==> src/rtl/xbar_slave_arb.sv <==
module xbar_slave_arb #(
  parameter int N = 4,
  parameter int W = 3,
  localparam int IW = (N > 1) ? $clog2(N) : 1
) (
  input  logic            clk,
  input  logic            rst_n,
  input  logic [N-1:0]    req,
  input  logic [N-1:0]    hold,
  input  logic [N-1:0]    elev,
  input  logic [N-1:0]    elev_en,
  input  logic            tbl_sel,
  input  logic [N*W-1:0]  prio_pri,
  input  logic [N*W-1:0]  prio_alt,
  output logic [N-1:0]    gnt,
  output logic [IW-1:0]   gnt_idx,
  output logic            gnt_vld
);
  localparam int KW = 1 + W + IW;

  logic [N*W-1:0] lvl_tab;
  logic [N-1:0]   boosted;
  logic [KW-1:0]  best_key;
  logic           any_req;
  logic           keep;

  assign lvl_tab = tbl_sel ? prio_alt : prio_pri;
  assign boosted = elev & elev_en;
  assign keep    = gnt_vld && |(gnt & req & hold);

  always_comb begin
    logic [KW-1:0] k;
    best_key = '1;
    any_req  = 1'b0;
    for (int i = 0; i < N; i++) begin
      k = {~boosted[i], lvl_tab[i*W +: W], IW'(i)};
      if (req[i] && (!any_req || k < best_key)) begin
        best_key = k;
        any_req  = 1'b1;
      end
    end
  end

  always_ff @(posedge clk or negedge rst_n) begin
    if (!rst_n) begin
      gnt_idx <= '0;
      gnt_vld <= 1'b0;
    end else if (!keep) begin
      gnt_vld <= any_req;
      if (any_req) gnt_idx <= best_key[IW-1:0];
    end
  end

  assign gnt = gnt_vld ? ({{(N-1){1'b0}}, 1'b1} << gnt_idx) : '0;
endmodule


==> config.mk <==
export PLATFORM = sky130hd
export DESIGN_NAME = xbar_slave_arb
export DESIGN_NICKNAME = d
export VERILOG_FILES = /design/src/rtl/xbar_slave_arb.sv
export SDC_FILE = /design/constraint.sdc
export NUM_CORES = 1
export LEC_CHECK = 0
export ABC_AREA = 1
export BUFFER_PORTS_ARGS = -buffer_cell sky130_fd_sc_hd__buf_2
export CAP_MARGIN = 10
export CORE_MARGIN = 2
export CORE_UTILIZATION = 35
export DETAILED_ROUTE_END_ITERATION = 10
export GPL_TIMING_DRIVEN = 0
export PLACE_DENSITY = 0.77
export SLEW_MARGIN = 20
export SYNTH_ARGS = -nofsm -noshare
export SYNTH_HDL_FRONTEND = slang
export SYNTH_SLANG_ARGS = --single-unit
==> constraint.sdc <==
create_clock -name clk -period 1.29 [get_ports clk]
set_input_delay 0.0645 -clock clk [delete_from_list [all_inputs] [get_ports clk]]
set_output_delay 0.0645 -clock clk [all_outputs]
set_load 0.01 [all_outputs]
After elaboration in Yosys (flattened, before gate mapping)
Index checks and enable logic that the tools add are counted.
Operators by class
  order comparisons: 3
  shift operators: 1
  mux-type cells: 10
  bitwise operators: 8
  reduce and logical (&&, ||, !) cells: 12
Operator list (count)
  $lt 6x6->1: 3
  $mux 6: 3
  $and 4x4->4: 3
  $mux 12: 1
  $not 1->1: 5
  $logic_and 1x1->1: 4
  $mux 1: 4
  $mux 4: 1
  $reduce_or 4->1: 1
  $shl 1x2->4 const A: 1
  $logic_not 1->1: 3
  $logic_or 1x1->1: 3
  $mux 2: 1
  $reduce_and 2->1: 1
Storage, ports and cells
  flip-flop bits (word level): 3
  input bits: 43
  output and inout port bits: 7
  word-level logic and storage cells: 36

Depth between registers and ports, before layout
  word-level depth: 16
  depth in mapped cells: 30
  depth with buffers taken out: 30

Worst setup path before layout
Ideal clock, no wire load.
  path kind: input to register
  start: input tbl_sel
  end: register gnt_idx[0]
  setup time: 0.077 ns
  data arrival time: 2.773 ns
  required time: 1.213 ns
  slack: -1.560 ns
  stages: 25
  buffers on the path: 1
  cells stage by stage: buf_6 -> nand2_1 -> nand2_1 -> a21oi_1 -> ha_1 -> nand2_1 -> inv_2 -> nand2_1 -> nand3_1 -> nand2_2 -> nand2_4 -> o21ai_0 -> ha_1 -> a21oi_1 -> nand2_4 -> nand2_2 -> nand2_2 -> nand2_1 -> o21ai_0 -> ha_1 -> a21oi_1 -> nand2_1 -> nand2_1 -> nand2_1 -> a21oi_1
On the way
  word-level cells in the longest chain between the ends: 15
  elaborated cells between the ends (all ways): 20
  classes of those cells: order compare (3); mux (8); reduce/logical (9)
RTL lines
  start, declared: line 12  | input logic tbl_sel,
  $mux 12 (*): line 27  | assign lvl_tab = tbl_sel ? prio_alt : prio_pri;
  $mux 6: line 37  | if (req[i] && (!any_req || k < best_key)) begin
  $lt 6x6->1: line 37
  $logic_or 1x1->1: line 37
  $logic_and 1x1->1: line 37
  $mux 6 or $mux 1 (tied branches): line 37
  $lt 6x6->1 or $logic_not 1->1 (tied branches): line 37
  $logic_or 1x1->1: line 37
  $logic_and 1x1->1: line 37
  $mux 6 or $mux 1 (tied branches): line 37
  $lt 6x6->1 or $logic_not 1->1 (tied branches): line 37
  $logic_or 1x1->1: line 37
  $logic_and 1x1->1: line 37
  $mux 1: line 37
  $reduce_and 2->1 (no source line)
  end signal, assigned: line 50  | if (any_req) gnt_idx <= best_key[IW-1:0];
  end, declared: line 16  | output logic [IW-1:0] gnt_idx,
Mark *: on every way between the ends. The rest lies on a longest branch, timed or not.
A chain may end at the register's enable or synchronous reset.

Worst setup path in the final report
  start: input tbl_sel
  end: register gnt_idx[1]
Same word-level chain as after synthesis.

==> reports/results.ini <==
[outcome]
violations=negative setup slack
outcome=finished, violations left

[routing]
wirelength_mm=2.59
ant_nets=0
wl_per_cell_microns=11.2
dr_total_vias=1091
drc=0
viasPerCell=4.72
drt-initial-drc-count=9
firstDrtPassIters=4

[synth]
synth_seq_area_share=0.0939
synthCells=139
yosysTopAreaCellShare=0.277
ys_ff_latch=3
synth.area.top_cells=nand2_1 (28%), ha_1 (17%), dfrtp_1 (9.4%)
yosys_warnings=0
syn_area_sq_um=800
syn_area_per_cell_sq_um=5.75
syn-num-nets=193
synth_top_area_cell=nand2_1
ys_types=23

[global_route]
overflow=0
antenna_found_initial=0
grt_pass1_wl_mm=3.28
track_usage=0.156
grt_pass1_vias=899
grt_max_degree=11

[cts]
clkLatencyLatePin_ps=230
clockRootBuffer=clkbuf_4
max-clock-path-buffers=2
cts_tree=yes
clk_pin_slew_ps=40
cts_made_buffers=3
htree_levels=1
cts.sinks=3

[setup_path]
arrival_ps=3110
rr_worst_depth=8
worstPathRequired_ps=1440
crit_type=input port to register
cp_num_buf_inv=4
slowest_delay_ps=300
cp-end-kind=register
cp_slowest_cell=ha_1
crit_fanout=8
cp_top_family=simple AND/OR/NAND/NOR gates
crit_cells=28
critPathLaunchType=input port
path_common_cell=nand2_2

[power]
swShare=0.460
peakVddDrop_v=0.000739
p_total_mw=1.15
clkPwrFrac=0.137
power_frac_comb=0.736
p_int_mw=0.620
p_per_area_mw_per_mm2=782
power_frac_seq=0.127
p_sw_mw=0.528
power.leakage_nw=0.818

[cells_and_area]
nets=258
final_core_util=0.670
diodes=0
fillers=175
area.growth.synth_to_final_pct=83.7
fin_area_sq_mm=0.00147
drive_gt1_frac=0.586
final_cell_count_no_fill=231

[timing]
hold_slack_ps=133
fmax_mhz=338
drv_slew=0
setup_viol=2
fin_crit_ps=2960
relSlewSlack=0.768
fin_ws_ps=-1670
tightest_slew_ps=346
rsz0062_at_grt=yes
finalHoldViolCount=0
fin_tns_setup_ps=-3330
period_share=2.29
skew_ps=2.68

[die]
die_y_microns=51.8
die_width_microns=51.8
start_util=0.365
io_pins=50
rows=17
core_sq_mm=0.00219
die_area_sq_mm=0.00268

[run]
drv_cap=0

[placed_design]
gp_congestion=0.790
hpwl_mm=1.66
portBuffers=48
place_ws_ps=-1930
dp_cells=215
dpl-instance-area_sq_mm=0.00112

[hold_path]
holdPathStages=2
hold_path_class=input port to register

-- timing repair --
action | CTS | global route
setup endpoints to repair | 2 | 4
hold endpoints to repair | 3 | 0
hold buffers | 1 | 0
gates cloned | 0 | 0
setup buffers | 6 | 5
pin swaps | 12 | 6
resized for setup | 17 | 32
-- flip-flops by register name, indices dropped and copies added (netlist names) --
| register | flops |
|---|---|
| gnt_vld | 1 |
| gnt_idx | 2 |
-- final timing paths --
path / from / endpoint / slack, ps
max in group asynchronous: rst_n / gnt_vld / 1020
worst max-delay path: tbl_sel / gnt_idx[1] / -1670
worst max register to register: gnt_idx[1] / gnt_idx[0] / -110
worst min register to register: gnt_idx[0] / gnt_idx[0] / 740
min in group asynchronous: rst_n / gnt_idx[1] / 160
worst min-delay path: req[3] / gnt_vld / 130
-- metal layers --
layer	global-route usage	part of all wire	vias to the layer above
met5	0	0	-
met4	0.0263	0	0
met3	0.0115	0.036	0
met2	0.310	0.54	32
met1	0.180	0.43	488
li1	-	-	571
-- cells by family (layout without fill, tap and decap cells) --
kind of cell | Yosys count | after routing | synth area share
adders and majority gates | 11 | 11 | 0.172
AOI/OAI and AO/OA | 16 | 16 | 0.102
muxes | 1 | 1 | 0.0125
and+or+nand+nor | 87 | 87 | 0.502
DFF | 3 | 3 | 0.0939
buffers and inverters | 21 | 85 | 0.117
-- cells in the mapped netlist --
cell type	instances
or2_1	1
inv_1	13
and3_1	1
nand2_2	7
buf_6	2
nor2_1	2
inv_2	5
mux2i_1	1
nand2_4	2
o21ai_1	1
nand2_1	59
nor2_4	1
clkinv_1	1
nand3_2	2
a21oi_1	8
nand3_1	6
a31oi_1	1
ha_1	11
dfrtp_1	3
nor3_1	4
o21ai_0	6
nand4_1	1
and2_1	1
-- power groups by stage --
stage,Combinational (mW),Clock (mW),Sequential (mW)
floorplan,0.387,0,0.153
global placement,0.589,0,0.142
detailed placement,0.594,0,0.142
CTS,0.665,0.166,0.140
global route,0.932,0.172,0.152
finish,0.844,0.158,0.146
-- layout make-up --
type	count	area (sq um)	area share
timing repair buffer	60	343	0.233
buffer	2	22.5	0.0153
tap	28	35.0	0.0239
multi-input combinational	115	893	0.608
inverter	19	73.8	0.0503
sequential	3	75.1	0.0511
clock buffer	4	26.3	0.0179
-- layout by cell type (no fill, tap or decap), types with 2 or more instances in the layout --
master / instances
nand2_4: 8
a21oi_4: 2
buf_2: 47
ha_4: 6
clkbuf_4: 3
nor2_1: 2
nand3_1: 3
nand2_1: 45
o21ai_1: 4
ha_1: 5
nand2_2: 14
inv_2: 5
nand3_2: 5
dfrtp_1: 3
o21ai_4: 3
buf_4: 11
buf_6: 2
nor3_2: 3
a21oi_1: 2
inv_1: 12
a21oi_2: 4
Power figures use the tool's default switching activity.
